--- src/rtl/usbchg_pkg.sv ---
package usbchg_pkg;
   localparam int TYPE_W = 4;

   typedef enum logic [TYPE_W-1:0] {
      CT_NONE    = 4'd0,
      CT_SDP     = 4'd1,
      CT_CDP     = 4'd2,
      CT_DCP     = 4'd3,
      CT_PROP_A  = 4'd4,
      CT_PROP_B  = 4'd5,
      CT_PS2     = 4'd6,
      CT_NONSTD  = 4'd7
   } chg_type_e;

   typedef enum logic [2:0] {
      ST_IDLE, ST_DCD, ST_DEB, ST_PRI, ST_SEC, ST_FB, ST_DONE
   } det_state_e;
endpackage

--- src/rtl/usbchg_tick_gen.sv ---
module usbchg_tick_gen #(
   parameter int CLKS_PER_MS = 4
) (
   input  logic clk,
   input  logic rst_n,
   input  logic clr,
   output logic tick
);
   generate
      if (CLKS_PER_MS == 1) begin : g_pass
         logic tick_q;
         always_ff @(posedge clk or negedge rst_n) begin
            if (!rst_n) tick_q <= 1'b0;
            else        tick_q <= ~clr;
         end
         assign tick = tick_q & ~clr;
      end else begin : g_div
         localparam int PW = $clog2(CLKS_PER_MS);
         localparam logic [PW-1:0] LAST = PW'(CLKS_PER_MS - 1);
         logic [PW-1:0] pre_q;
         always_ff @(posedge clk or negedge rst_n) begin
            if (!rst_n)             pre_q <= '0;
            else if (clr)           pre_q <= '0;
            else if (pre_q == LAST) pre_q <= '0;
            else                    pre_q <= pre_q + 1'b1;
         end
         assign tick = (pre_q == LAST);
      end
   endgenerate
endmodule

--- src/rtl/usbchg_ms_timer.sv ---
module usbchg_ms_timer #(
   parameter int MS_W = 4
) (
   input  logic            clk,
   input  logic            rst_n,
   input  logic            clr,
   input  logic            tick,
   input  logic [MS_W-1:0] limit,
   output logic            expired
);
   logic [MS_W-1:0] ms_q;

   assign expired = (ms_q >= limit);

   always_ff @(posedge clk or negedge rst_n) begin
      if (!rst_n)              ms_q <= '0;
      else if (clr)            ms_q <= '0;
      else if (tick && !expired) ms_q <= ms_q + 1'b1;
   end
endmodule

--- src/rtl/usbchg_classify.sv ---
module usbchg_classify
   import usbchg_pkg::*;
(
   input  logic      ln_short,
   input  logic      win_a,
   input  logic      win_b,
   input  logic      ln_pullup,
   output chg_type_e sec_type,
   output chg_type_e fb_type
);
   assign sec_type = ln_short ? CT_DCP : CT_CDP;

   always_comb begin
      if (win_a)          fb_type = CT_PROP_A;
      else if (win_b)     fb_type = CT_PROP_B;
      else if (ln_pullup) fb_type = CT_PS2;
      else                fb_type = CT_NONSTD;
   end
endmodule

--- src/rtl/usb_chg_classifier.sv ---
module usb_chg_classifier
   import usbchg_pkg::*;
#(
   parameter int CLKS_PER_MS = 50000,
   parameter int DCD_MS      = 600,
   parameter int DEB_MS      = 130
) (
   input  logic              clk,
   input  logic              rst_n,
   input  logic              vbus_ok,
   input  logic              dcd_contact,
   input  logic              ln_pulldn,
   input  logic              ln_short,
   input  logic              win_a,
   input  logic              win_b,
   input  logic              ln_pullup,
   output logic [TYPE_W-1:0] chg_type,
   output logic              det_done
);
   localparam int MS_W = $clog2(DCD_MS + 1);
   localparam logic [MS_W-1:0] DCD_LIM = MS_W'(DCD_MS);
   localparam logic [MS_W-1:0] DEB_LIM = MS_W'(DEB_MS);

   generate
      if (CLKS_PER_MS < 1 || DEB_MS < 1 || DCD_MS <= DEB_MS) begin : g_bad_cfg
         $error("usb_chg_classifier: need CLKS_PER_MS>=1, DEB_MS>=1, DCD_MS>DEB_MS");
      end
   endgenerate

   det_state_e st_q, st_d;
   chg_type_e  ty_q, ty_d;
   logic       done_q, done_d;
   logic       tmr_clr, tick, expired;
   logic [MS_W-1:0] limit;
   chg_type_e  sec_type, fb_type;

   assign tmr_clr = (st_q != st_d) || (st_q == ST_IDLE);
   assign limit   = (st_q == ST_DCD) ? DCD_LIM : DEB_LIM;

   usbchg_tick_gen #(.CLKS_PER_MS(CLKS_PER_MS)) u_tick (
      .clk(clk), .rst_n(rst_n), .clr(tmr_clr), .tick(tick)
   );

   usbchg_ms_timer #(.MS_W(MS_W)) u_tmr (
      .clk(clk), .rst_n(rst_n), .clr(tmr_clr), .tick(tick),
      .limit(limit), .expired(expired)
   );

   usbchg_classify u_cls (
      .ln_short(ln_short), .win_a(win_a), .win_b(win_b),
      .ln_pullup(ln_pullup), .sec_type(sec_type), .fb_type(fb_type)
   );

   always_comb begin
      st_d = st_q;
      ty_d = ty_q;
      unique case (st_q)
         ST_IDLE: st_d = ST_DCD;
         ST_DCD: begin
            if (dcd_contact)  st_d = ST_DEB;
            else if (expired) st_d = ST_FB;
         end
         ST_DEB:  if (expired) st_d = ST_PRI;
         ST_PRI: begin
            if (ln_pulldn) begin
               st_d = ST_DONE;
               ty_d = CT_SDP;
            end else begin
               st_d = ST_SEC;
            end
         end
         ST_SEC: begin
            st_d = ST_DONE;
            ty_d = sec_type;
         end
         ST_FB: begin
            st_d = ST_DONE;
            ty_d = fb_type;
         end
         ST_DONE: st_d = ST_DONE;
         default: st_d = ST_IDLE;
      endcase
      if (!vbus_ok) begin
         st_d = ST_IDLE;
         ty_d = CT_NONE;
      end
   end

   assign done_d = (st_d == ST_DONE) && (st_q != ST_DONE);

   always_ff @(posedge clk or negedge rst_n) begin
      if (!rst_n) begin
         st_q   <= ST_IDLE;
         ty_q   <= CT_NONE;
         done_q <= 1'b0;
      end else begin
         st_q   <= st_d;
         ty_q   <= ty_d;
         done_q <= done_d;
      end
   end

   assign chg_type = ty_q;
   assign det_done = done_q;
endmodule

--- config.mk ---
export PLATFORM = sky130hd
export DESIGN_NAME = usb_chg_classifier
export DESIGN_NICKNAME = d
export VERILOG_FILES = /design/src/rtl/usbchg_pkg.sv /design/src/rtl/usbchg_tick_gen.sv /design/src/rtl/usbchg_ms_timer.sv /design/src/rtl/usbchg_classify.sv /design/src/rtl/usb_chg_classifier.sv
export SDC_FILE = /design/constraint.sdc
export NUM_CORES = 1
export LEC_CHECK = 0
export BUFFER_PORTS_ARGS = -buffer_cell sky130_fd_sc_hd__buf_2
export CORE_MARGIN = 1
export CORE_UTILIZATION = 43
export CTS_BUF_LIST = sky130_fd_sc_hd__clkbuf_4 sky130_fd_sc_hd__clkbuf_8
export CTS_CLUSTER_SIZE = 28
export DETAILED_ROUTE_END_ITERATION = 8
export SLEW_MARGIN = 20
export SYNTH_ARGS = -nofsm -noshare
export SYNTH_HDL_FRONTEND = slang
export SYNTH_SLANG_ARGS = --single-unit
--- constraint.sdc ---
create_clock -name clk -period 5.5 [get_ports clk]
set_clock_uncertainty 0.2 [all_clocks]
set_input_delay 0 -clock clk [delete_from_list [all_inputs] [get_ports clk]]
set_output_delay 0 -clock clk [all_outputs]
set_load 0.05 [all_outputs]
* After elaboration in Yosys (flattened, before gate mapping)
Cells that the tools add are included.
** Word-level totals
- Flip-flop bits (word level) :: 34
- Input bits :: 9
- Output and inout port bits :: 5
** Cells by class
- Add/sub/neg operators :: 2
- Magnitude comparators :: 1
- Equal/unequal tests :: 12
- Multiplexer cells :: 18
- Reductions and logical operators :: 8
** Operator list (number)
- $mux W16 :: 2
- $mux W10 :: 3
- $add A16 B1 Y16 const B :: 1
- $eq A16 B16 Y1 const B :: 1
- $mux W4 :: 4
- $pmux W3 S5 :: 1
- $eq A3 B3 Y1 const B :: 4
- $mux W3 :: 4
- $pmux W4 S3 :: 1
- $add A10 B1 Y10 const B :: 1
- $ge A10 B10 Y1 :: 1
- $eq A3 B2 Y1 const B :: 2
- $ne A3 B3 Y1 const B :: 2
- $ne A4 B1 Y1 const B :: 1
- $eq A3 B1 Y1 const B :: 1
- $logic_not A3 Y1 :: 1
- $ne A3 B3 Y1 :: 1
- $reduce_or A3 Y1 :: 1
- $logic_and A1 B1 Y1 :: 2
- $mux W1 :: 2
- $mux W2 :: 1
- $reduce_and A2 Y1 :: 1
- $reduce_bool A2 Y1 :: 1
- $logic_not A1 Y1 :: 1
- $logic_or A1 B1 Y1 :: 1

* Logic depth before layout (Yosys ltp)
Gate-level depths: netlist (run 1).
- Depth in word-level cells :: 10
- Gate-level depth with buffers :: 12

* Modules after synthesis
A second synthesis (run 1) with hierarchy kept.
** Second synthesis, totals
- Cells, all modules :: 237
- Area, all modules :: 2213.4 µm²
** Modules (own cells, without submodules)
- usbchg_ms_timer :: times used 1, cells an instance 94, area each 852.1 µm², sequential area each 250.2 µm²
- usbchg_tick_gen :: times used 1, cells an instance 84, area each 822.0 µm², sequential area each 400.4 µm²
- usb_chg_classifier :: times used 1, cells an instance 48, area each 470.5 µm², sequential area each 200.2 µm²
- usbchg_classify :: times used 1, cells an instance 11, area each 68.8 µm², sequential area each 0.0 µm²

* Worst setup path after synthesis (run 1)
Ideal clock, no wire load.
- Kind :: register to register
- Start point :: register st_q[0]
- End point :: register u_tick.g_div.pre_q[10]
- Arrival :: 2.821 ns
- Required time :: 5.229 ns
- Slack :: 2.408 ns
- Cell stages (with the launch flop) :: 13
- Path buffers :: 2
- Cells stage by stage :: dfrtp_1 > clkbuf_1 > inv_1 > or3_1 > inv_1 > ha_1 > a211oi_1 > nor2b_1 > or4_1 > o22ai_2 > nand2_1 > buf_2 > nor2_1
** On the way
- Cells in the longest elaborated chain, start to end :: 10
** RTL lines
- start, declared :: line usb_chg_classifier.sv:30 : det_state_e st_q, st_d;
- start signal, assigned :: line usb_chg_classifier.sv:97 : st_q <= st_d;
- $eq A3 B1 Y1 :: line usb_chg_classifier.sv:38, usb_chg_classifier.sv:57
- $mux W10 :: line usb_chg_classifier.sv:38 : assign limit = (st_q == ST_DCD) ? DCD_LIM : DEB_LIM;
- $ge A10 B10 Y1 :: line usbchg_ms_timer.sv:13 : assign expired = (ms_q >= limit);
- $mux W3 :: line usb_chg_classifier.sv:61 : else if (expired) st_d = ST_FB;
- $mux W3 :: line usb_chg_classifier.sv:60 : if (dcd_contact) st_d = ST_DEB;
- $pmux W3 S5 :: line usb_chg_classifier.sv:57 : unique case (st_q)
- $mux W3 :: line usb_chg_classifier.sv:83 : if (!vbus_ok) begin
- $ne A3 B3 Y1 :: line usb_chg_classifier.sv:37 : assign tmr_clr = (st_q != st_d) || (st_q == ST_IDLE);
- $logic_or A1 B1 Y1 (*) :: line usb_chg_classifier.sv:37
- $mux W16 (*) :: line usbchg_tick_gen.sv:23 : else if (clr) pre_q <= '0;
- end signal, assigned :: line usbchg_tick_gen.sv:25 : else pre_q <= pre_q + 1'b1;
- end, declared :: line usbchg_tick_gen.sv:20 : logic [PW-1:0] pre_q;
Every way passes the cells marked *; elsewhere a longest branch is shown, timed or not.
A chain may end at the register's enable or synchronous reset.

* Final worst setup path (run 1)
- Start point :: register st_q[0]
- End point :: register u_tmr.ms_q[1]
** On the way
- Cells in the longest elaborated chain, start to end :: 10
** RTL lines
- $eq A3 B1 Y1 :: line usb_chg_classifier.sv:38, usb_chg_classifier.sv:57
- $mux W10 :: line usb_chg_classifier.sv:38
- $ge A10 B10 Y1 :: line usbchg_ms_timer.sv:13
- $mux W3 :: line usb_chg_classifier.sv:61
- $mux W3 :: line usb_chg_classifier.sv:60
- $pmux W3 S5 :: line usb_chg_classifier.sv:57
- $mux W3 :: line usb_chg_classifier.sv:83
- $ne A3 B3 Y1 :: line usb_chg_classifier.sv:37
- $logic_or A1 B1 Y1 :: line usb_chg_classifier.sv:37
- $mux W10 / $reduce_bool A2 Y1 (equally long branches)
- end signal, assigned :: line usbchg_ms_timer.sv:18 : else if (tick && !expired) ms_q <= ms_q + 1'b1;
- end, declared :: line usbchg_ms_timer.sv:11 : logic [MS_W-1:0] ms_q;
Parallel ways exist; a longest one is shown, timed or not.

==> Flow_metrics.wiki, run 1 <==
{| class="wikitable"
! Metric !! Value
|-
| Outcome || finished, final reports clean
|-
| Critical Path Max Stage Delay || approximately 0.51 ns
|-
| Max-slew headroom || 48.9%
|-
| Library cell used as clock root buffer || sky130_fd_sc_hd__clkbuf_8
|-
| First-pass iteration count of the detailed router || 4
|-
| Floorplan Core Area || around 0.0044 mm2
|-
| Cells along the critical path || inv_1 > or3_1 > inv_1 > ha_1 > a211oi_1 > nor2b_1 > or4_1 > o22ai_2 > nand2_1 > a21oi_1
|-
| Top-level port count || 14
|-
| Number of vias per cell || 5.23
|-
| Seq cells post-synth || 33
|-
| Worst reg2reg path endpoint || u_tmr.ms_q[1]
|-
| Total routed wirelength || about 3.7 mm
|-
| Transition at the pin with the smallest max-transition slack || 0.760 ns
|-
| Leak || 0.937 nW
|-
| Top FF cell, synth || sky130_fd_sc_hd__dfrtp_1
|-
| Crit path launch type || flip-flop
|-
| Layout cell share with drive strength beyond 1 || 12.4%
|-
| Post-detailed-route count of antenna-violating nets || 0
|-
| Setup TNS Final || 0 ns
|-
| First DRT Iteration DRCs || 127
|-
| Logic gate share of total power || 13.5%
|-
| Met3 WL || 91 um
|-
| Share of flip-flops with an asynchronous set or reset after synthesis || 100%
|-
| Pin count of the biggest net entering global routing || 34
|-
| TritonCTS clock tree || yes
|-
| Critical-path cell with the highest stage delay || sky130_fd_sc_hd__dfrtp_1
|-
| Number of instances resized during post-cts repair || 0
|-
| Overall die height || 69.1 um
|-
| Logic depth of the worst register-to-register path || 10
|-
| Wirelength per Cell || 13.2 um
|-
| Most common cell after layout, fill and taps aside || sky130_fd_sc_hd__nor2_1
|-
| R2R Setup Slk || 2.12 ns
|-
| Final hold vios || 0
|-
| Commonest cells after routing, fill and taps aside || 34 x sky130_fd_sc_hd__nor2_1, 33 x sky130_fd_sc_hd__dfrtp_1, 13 x sky130_fd_sc_hd__xnor2_1
|-
| Clock slew seen by the registers of the worst setup and hold paths || 0.07 ns
|-
| Critical path class || reg2reg
|-
| Vias in the first global route || between 1,000 and 1,500
|-
| Worst-path fanout max || 16
|-
| Internal power || 0.429 mW
|-
| Overflow after GRT || 0
|-
| Power share of the clock group || 41.7%
|-
| Die outline area || 0.00478 mm2
|-
| Worst Hold Depth || 5
|-
| Cell accounting for the most synthesized area || sky130_fd_sc_hd__dfrtp_1
|-
| CP Data Arrival Time || 3.38 ns
|-
| Largest buffer count on any clock path || 2
|-
| DPL Wire Length || approximately 2.6 mm
|-
| Count of distinct cell types in the synthesized netlist || 46
|-
| Netlist area before placement || 0.00194 mm2
|-
| Post-route minimum period || approximately 3.4 ns
|-
| Beginning of the worst register-to-register path || st_q[0]
|-
| Uppermost metal layer occupied by signal nets || met4
|-
| Wire length of the first global-routing pass || 6.57 mm
|-
| Final number of max-transition violations || 0
|-
| Worst-case vdd ir drop || approximately 0.14 mV
|-
| Top area cells in the synthesized netlist || sky130_fd_sc_hd__dfrtp_1 43%, sky130_fd_sc_hd__nor2_1 6.6%, sky130_fd_sc_hd__xnor2_1 5.9%, sky130_fd_sc_hd__ha_1 5.2%, sky130_fd_sc_hd__xor2_1 3.6%
|-
| Number of maximum-capacitance constraint violations || 0
|-
| Antenna violations before repair || 0
|-
| Final weighted congestion in routability-driven placement || 0.744
|-
| Min-Delay Path Class || in2reg
|-
| Endpoint with the worst hold slack || st_q[1]
|-
| Met1 wire length || roughly 1.9 mm
|-
| GR Util All Layers || 17.4%
|-
| Endpoints failing setup || 0
|-
| Count of antenna diodes in the layout || 0
|-
| CP most frequent cell || sky130_fd_sc_hd__inv_1
|-
| Site row count || 24
|-
| Initial Util || 44.5%
|-
| Synth-to-Final Area Change || 14.1%
|-
| RSZ-0062 raised after global routing || false
|-
| Pwr dens || between 200 and 300 mW/mm2
|-
| Clock insertion delay at the later pin of the skew report || 0.28 ns
|-
| Syn nets || around 220
|-
| Fmax achieved || between 200 and 300 MHz
|-
| Synthesized netlist cell count || 207
|-
| Total power after layout || 0.577 mW
|-
| Net switching power || 0.148 mW
|-
| Launch instance of the worst min-delay path || ln_pulldn
|-
| Post-synth EDFFs || 0
|-
| Data required time at the worst endpoint || 5.50 ns
|-
| Routed wire length on met2 || ~1.7 mm
|-
| Horizontal die dimension || 69.1 um
|-
| Switching part of the total || approximately 26%
|-
| Portion of the post-synthesis area used by sequential elements || approximately 43%
|-
| Number of buffers inserted during clock tree synthesis || 5
|-
| Fraction of the cycle the final worst path needs || ~60%
|-
| Count of synthesis-stage warnings from yosys || 0
|-
| Sinks on the clock net || 33
|-
| Post-synthesis area per instance || 9.36 um2
|-
| Part of the total power dissipated in sequential elements || 44.8%
|-
| DR vias || 1,453
|-
| Number of nets at the end of the flow || 242
|-
| Kind of end point of the critical path || flip-flop
|-
| Yosys top cell area share || a little over two fifths
|-
| Number of H-tree branching levels || 2
|-
| Remaining design rule violation count || 0
|-
| Number of input and output port buffers inserted || 12
|}
[logic make-up (layout without fill, tap and decap cells)]
family | count (synthesis) | after routing | synth area share, %
other cells | 1 | 1 | 0.194
flops | 33 | 33 | 42.6
fa+ha+maj | 8 | 8 | 5.17
simple gates | 98 | 98 | 29.3
buf+inv | 17 | 36 | 3.81
xor+xnor | 21 | 21 | 9.50
compound gates | 29 | 29 | 9.43
[worst max-delay path: cells and delay by family (launching register included)]
family / cells / cell delay (ns)
compound gates: 3 / 0.68
fa+ha+maj: 1 / 0.23
buf+inv: 2 / 0.24
flops: 1 / 0.51
simple gates: 4 / 1.45
[area by class of cell]
class                   instances  area, um2
flip-flops and latches         33        826
inverters                       9       33.8
clock buffers                   7       90.1
repair buffers                 19        128
fillers                       404       2140
multi-input cells             157       1040
well taps                      52       65.1
clock inverters                 1       30.0
[stage by stage]
step                hold slack [ns]  cells  cell area, um2  setup slack [ns]  utilization, %
finish                       0.0155    278            2210              2.12            50.7
global route                 0.0426    278            2210              1.79            50.7
CTS                          0.0109    278            2210              2.08            50.7
detailed placement          -0.0966    264            2030              2.12            46.6
global placement            -0.0940    264            2030              2.21            46.6
floorplan                    -0.496    207            1940              2.41               -
[worst max path at each step]
stage / start / endpoint / slack (ns) / cells past startpoint
floorplan: st_q[0] / u_tick.g_div.pre_q[10] / 2.41 / 12
global route: st_q[0] / u_tmr.ms_q[1] / 1.79 / 10
global placement: st_q[0] / u_tmr.ms_q[8] / 2.21 / 10
detailed placement: st_q[0] / u_tmr.ms_q[8] / 2.12 / 10
CTS: st_q[0] / u_tmr.ms_q[1] / 2.08 / 10
finish: st_q[0] / u_tmr.ms_q[1] / 2.12 / 10
[routing by layer]
metal  vias to the layer above  global-route usage, %
met5                         -                      0
li1                        746                      -
met3                         6                   4.39
met1                       686                   24.2
met4                         0                   6.80
met2                        15                   26.0
[power by group through the flow]
| stage | clock network, mW | registers, mW | logic (mW) |
|---|---|---|---|
| floorplan | 0 | 0.263 | 0.0541 |
| global placement | 0 | 0.263 | 0.0745 |
| detailed placement | 0 | 0.263 | 0.0747 |
| CTS | 0.247 | 0.259 | 0.0797 |
| global route | 0.257 | 0.260 | 0.0904 |
| finish | 0.241 | 0.259 | 0.0780 |
[sequential cells by signal (all words and copies together), names as in the netlist]
signal              flops
chg_type                3
det_done                1
st_q                    3
u_tick.g_div.pre_q     16
u_tmr.ms_q             10
[what timing repair did]
| item | 4_1_cts | 5_1_grt |
|---|---|---|
| buffers inserted | 0 | 0 |
| hold buffers | 6 | 0 |
| endpoints found under the hold margin | 40 | 0 |
| setup endpoints to repair | 0 | 0 |
[Yosys cell counts (2+ instances only)]
| master | number |
|---|---|
| sky130_fd_sc_hd__nor2_1 | 34 |
| sky130_fd_sc_hd__dfrtp_1 | 33 |
| sky130_fd_sc_hd__xnor2_1 | 13 |
| sky130_fd_sc_hd__nand3_1 | 12 |
| sky130_fd_sc_hd__nand2_1 | 10 |
| sky130_fd_sc_hd__o21ai_0 | 10 |
| sky130_fd_sc_hd__inv_1 | 9 |
| sky130_fd_sc_hd__a21oi_1 | 8 |
| sky130_fd_sc_hd__ha_1 | 8 |
| sky130_fd_sc_hd__xor2_1 | 8 |
| sky130_fd_sc_hd__nor2b_1 | 7 |
| sky130_fd_sc_hd__nand4_1 | 5 |
| sky130_fd_sc_hd__clkbuf_1 | 4 |
| sky130_fd_sc_hd__nor3_1 | 4 |
| sky130_fd_sc_hd__and3_1 | 3 |
| sky130_fd_sc_hd__nand2b_1 | 3 |
| sky130_fd_sc_hd__and4bb_1 | 2 |
| sky130_fd_sc_hd__buf_2 | 2 |
| sky130_fd_sc_hd__buf_4 | 2 |
| sky130_fd_sc_hd__nor4_1 | 2 |
| sky130_fd_sc_hd__or3_1 | 2 |
| sky130_fd_sc_hd__or4_1 | 2 |
No activity file was read; power rests on OpenSTA's default activity.
==> inputs of run 2 (changes only) <==
--- a/config.mk
+++ b/config.mk
@@ -5,6 +5,7 @@
 export SDC_FILE = /design/constraint.sdc
 export NUM_CORES = 1
 export LEC_CHECK = 0
+export ABC_AREA = 1
 export BUFFER_PORTS_ARGS = -buffer_cell sky130_fd_sc_hd__buf_2
 export CORE_MARGIN = 1
 export CORE_UTILIZATION = 43
==> constraint.sdc (replaced) <==
create_clock -name clk -period 3.36 [get_ports clk]
set_clock_uncertainty 0.2 [all_clocks]
set_input_delay 0 -clock clk [delete_from_list [all_inputs] [get_ports clk]]
set_output_delay 0 -clock clk [all_outputs]
set_load 0.05 [all_outputs]
==> Flow_metrics.wiki, run 2 <==
{| class="wikitable"
! Metric !! Value
|-
| Worst-case vdd ir drop || 0.346 mV
|-
| Leak || 1.16 nW
|-
| Clock insertion delay at the later pin of the skew report || 0.28 ns
|-
| Portion of the post-synthesis area used by sequential elements || 35.7%
|-
| Fraction of the cycle the final worst path needs || 89.7%
|-
| Post-route minimum period || 3.01 ns
|-
| Syn nets || between 200 and 300
|-
| Number of buffers inserted during clock tree synthesis || 5
|-
| Top-level port count || 14
|-
| Overall die height || 75.4 um
|-
| Commonest cells after routing, fill and taps aside || 54 x sky130_fd_sc_hd__nand2_1, 37 x sky130_fd_sc_hd__inv_1, 33 x sky130_fd_sc_hd__dfrtp_1
|-
| Number of vias per cell || 4.64
|-
| Clock slew seen by the registers of the worst setup and hold paths || roughly 0.070 ns
|-
| Met3 WL || ~85 um
|-
| Number of input and output port buffers inserted || 12
|-
| Register bank with the most flops || u_tick.g_div.pre_q
|-
| Initial Util || about 45%
|-
| Crit path launch type || flip-flop
|-
| Post-synthesis area per instance || 8.21 um2
|-
| GR Util All Layers || 16.8%
|-
| TritonCTS clock tree || yes
|-
| Cell accounting for the most synthesized area || sky130_fd_sc_hd__dfrtp_1
|-
| Launch point of the worst path || st_q[2]
|-
| Min-Delay Path Class || in2reg
|-
| Max-slew headroom || ~52%
|-
| Share of the core filled with cells || between 50% and 60%
|-
| Critical-path cell with the highest stage delay || sky130_fd_sc_hd__ha_1
|-
| Post-synth EDFFs || 0
|-
| Overflow after GRT || 0
|-
| First-pass iteration count of the detailed router || 4
|-
| R2R Setup Slk || approximately 0.35 ns
|-
| Total routed wirelength || about 4.1 mm
|-
| Remaining design rule violation count || 0
|-
| Floorplan Core Area || 0.00514 mm2
|-
| Cells along the critical path || inv_1 > nand3_1 > ha_1 > nand3_1 > nand2_1 > nor2_2 > nand3_2 > nand2_1 > nand2_1 > nand3_1 > nand2_1 > inv_2 > nand3_4 > buf_4 > nor2_4
|-
| Kind of cell with the highest combined delay on the critical path || simple AND/OR/NAND/NOR gates
|-
| DPL Wire Length || 3.06 mm
|-
| Most common cell after layout, fill and taps aside || sky130_fd_sc_hd__nand2_1
|-
| Logic gate share of total power || between 30% and 40%
|-
| Die outline area || 0.00568 mm2
|-
| Seq cells post-synth || 33
|-
| Largest registers ranked by flip-flop count || u_tick.g_div.pre_q: 16 flops, u_tmr.ms_q: 10 flops
|-
| Met1 wire length || 2.09 mm
|-
| Internal power || 0.848 mW
|-
| Worst-path fanout max || 17
|-
| Layout cell share with drive strength beyond 1 || ~22%
|-
| Switching part of the total || 38.5%
|-
| Outcome || finished, final reports clean
|-
| Critical Path Max Stage Delay || 0.41 ns
|-
| Number of H-tree branching levels || 2
|-
| Most frequent cell after synthesis || sky130_fd_sc_hd__nand2_1
|-
| Final hold vios || 0
|-
| Count of distinct cell types in the synthesized netlist || 34
|-
| Launch instance of the worst min-delay path || ln_pulldn
|-
| Leading cell types by count after synthesis || 54 x sky130_fd_sc_hd__nand2_1, 37 x sky130_fd_sc_hd__inv_1, 33 x sky130_fd_sc_hd__dfrtp_1
|-
| Top area cells in the synthesized netlist || sky130_fd_sc_hd__dfrtp_1 36%, sky130_fd_sc_hd__nor2_4 10%, sky130_fd_sc_hd__nand2_1 8.8%, sky130_fd_sc_hd__inv_1 6.0%, sky130_fd_sc_hd__nor2_1 4.5%
|-
| Count of buffers added by post-CTS timing repair for setup || 0
|-
| Uppermost metal layer occupied by signal nets || met4
|-
| Data required time at the worst endpoint || 3.38 ns
|-
| RSZ-0062 raised after global routing || false
|-
| Pin count of the biggest net entering global routing || 34
|-
| Wirelength per Cell || around 11 um
|-
| Part of the total power dissipated in sequential elements || 31.8%
|-
| Beginning of the worst register-to-register path || st_q[2]
|-
| Top FF cell, synth || sky130_fd_sc_hd__dfrtp_1
|-
| Synth-to-Final Area Change || 13.1%
|-
| Final weighted congestion in routability-driven placement || 0.801
|-
| Pwr dens || 527 mW/mm2
|-
| Routed wire length on met2 || 1.89 mm
|-
| Site row count || 26
|-
| Critical path class || reg2reg
|-
| Horizontal die dimension || 75.4 um
|-
| DR vias || 1,748
|-
| Number of nets at the end of the flow || roughly 320
|-
| Setup TNS Final || 0 ns
|-
| Final number of max-transition violations || 0
|-
| Library cell used as clock root buffer || sky130_fd_sc_hd__clkbuf_8
|-
| Netlist area before placement || approximately 0.0023 mm2
|-
| Synthesized netlist cell count || 282
|-
| CP Data Arrival Time || between 3 and 4 ns
|-
| Flip-flop count of the largest register, all copies and words added || 16
|-
| Net switching power || 0.531 mW
|-
| Post-detailed-route count of antenna-violating nets || 0
|-
| Yosys top cell area share || a little over a third
|-
| CP most frequent cell || sky130_fd_sc_hd__nand2_1
|-
| Endpoints failing setup || 0
|-
| Fmax achieved || approximately 330 MHz
|-
| Vias in the first global route || 1,639
|-
| Wire length of the first global-routing pass || 7.18 mm
|-
| Antenna violations before repair || 0
|-
| Transition at the pin with the smallest max-transition slack || 0.714 ns
|-
| Number of instances resized during post-cts repair || 0
|-
| Share of flip-flops with an asynchronous set or reset after synthesis || 100%
|-
| Number of buffers and inverters on the critical path || 3
|-
| Power share of the clock group || 28.4%
|-
| Count of synthesis-stage warnings from yosys || 0
|-
| Number of maximum-capacitance constraint violations || 0
|-
| Count of antenna diodes in the layout || 0
|-
| Kind of end point of the critical path || flip-flop
|-
| First DRT Iteration DRCs || 100
|-
| Largest buffer count on any clock path || 2
|-
| Sinks on the clock net || 33
|}
## run 2: changes by cell type after synthesis, moves of 6 or more
cell / before / now
sky130_fd_sc_hd__nor2b_1: 7 / 1
sky130_fd_sc_hd__xnor2_1: 13 / 2
sky130_fd_sc_hd__nor2_4: 0 / 21
sky130_fd_sc_hd__nand3_1: 12 / 18
sky130_fd_sc_hd__nor2_1: 34 / 28
sky130_fd_sc_hd__a21oi_1: 8 / 2
sky130_fd_sc_hd__inv_1: 9 / 37
sky130_fd_sc_hd__nand2_1: 10 / 54
sky130_fd_sc_hd__nor2_2: 0 / 6
sky130_fd_sc_hd__inv_2: 0 / 6
## run 2: what timing repair did
action,in CTS,in global routing
hold buffers,8,0
hold endpoints to repair,40,0
setup endpoints to repair,0,0
## run 2: power groups by stage
stage | clock (mW) | sequential (mW) | combinational, mW
detailed placement | 0 | 0.445 | 0.539
finish | 0.392 | 0.438 | 0.549
CTS | 0.404 | 0.438 | 0.558
floorplan | 0 | 0.466 | 0.457
global placement | 0 | 0.445 | 0.531
global route | 0.423 | 0.440 | 0.605
## run 2: final timing paths
| path | to | depth (start not counted) |
|---|---|---|
| setup reg to reg | u_tick.g_div.pre_q[12] | 15 |
| min in group asynchronous | u_tmr.ms_q[8] | 2 |
| hold reg to reg | chg_type[0] | 2 |
| hold / removal | det_done | 5 |
| setup / recovery | u_tick.g_div.pre_q[12] | 15 |
| max in group asynchronous | u_tmr.ms_q[3] | 2 |
## run 2: logic make-up after synthesis
family,synth area share [%]
xor+xnor,5.30
compound gates,5.19
buf+inv,10.4
flops,35.7
other cells,0.162
fa+ha+maj,4.32
simple gates,38.9
## run 2: layer usage
| layer | global-route usage, % | up-vias |
|---|---|---|
| met5 | 0 | - |
| met4 | 5.56 | 0 |
| met3 | 4.76 | 7 |
| met2 | 25.8 | 15 |
| met1 | 23.0 | 791 |
| li1 | - | 935 |
## run 2: through the flow
stage / area (um2) / instances / setup WS, ns / power (mW) / hold WS (ns)
5_1_grt: 2620 / 377 / 0.0520 / 1.47 / 0.0551
6_report: 2620 / 377 / 0.346 / 1.38 / 0.0328
3_5_place_dp: 2420 / 361 / 0.322 / 0.984 / -0.0891
2_1_floorplan: 2310 / 282 / 0.878 / 0.923 / -0.496
4_1_cts: 2620 / 377 / 0.304 / 1.40 / 0.0276
3_3_place_gp: 2420 / 361 / 0.400 / 0.975 / -0.101
## run 2: layout make-up
class	count	area [um2]
inverters	43	161
clock inverters	1	30.0
repair buffers	23	175
flip-flops and latches	33	826
fillers	496	2520
clock buffers	7	90.1
well taps	70	87.6
multi-input cells	200	1250
## run 2: worst register-to-register path: cells and delay by family, from the launching register on
kind                     cells  cell delay (ns)
adder cells (fa/ha/maj)      1             0.41
buffers and inverters        3             0.55
flip-flops                   1             0.40
AND/OR/NAND/NOR             11             1.39
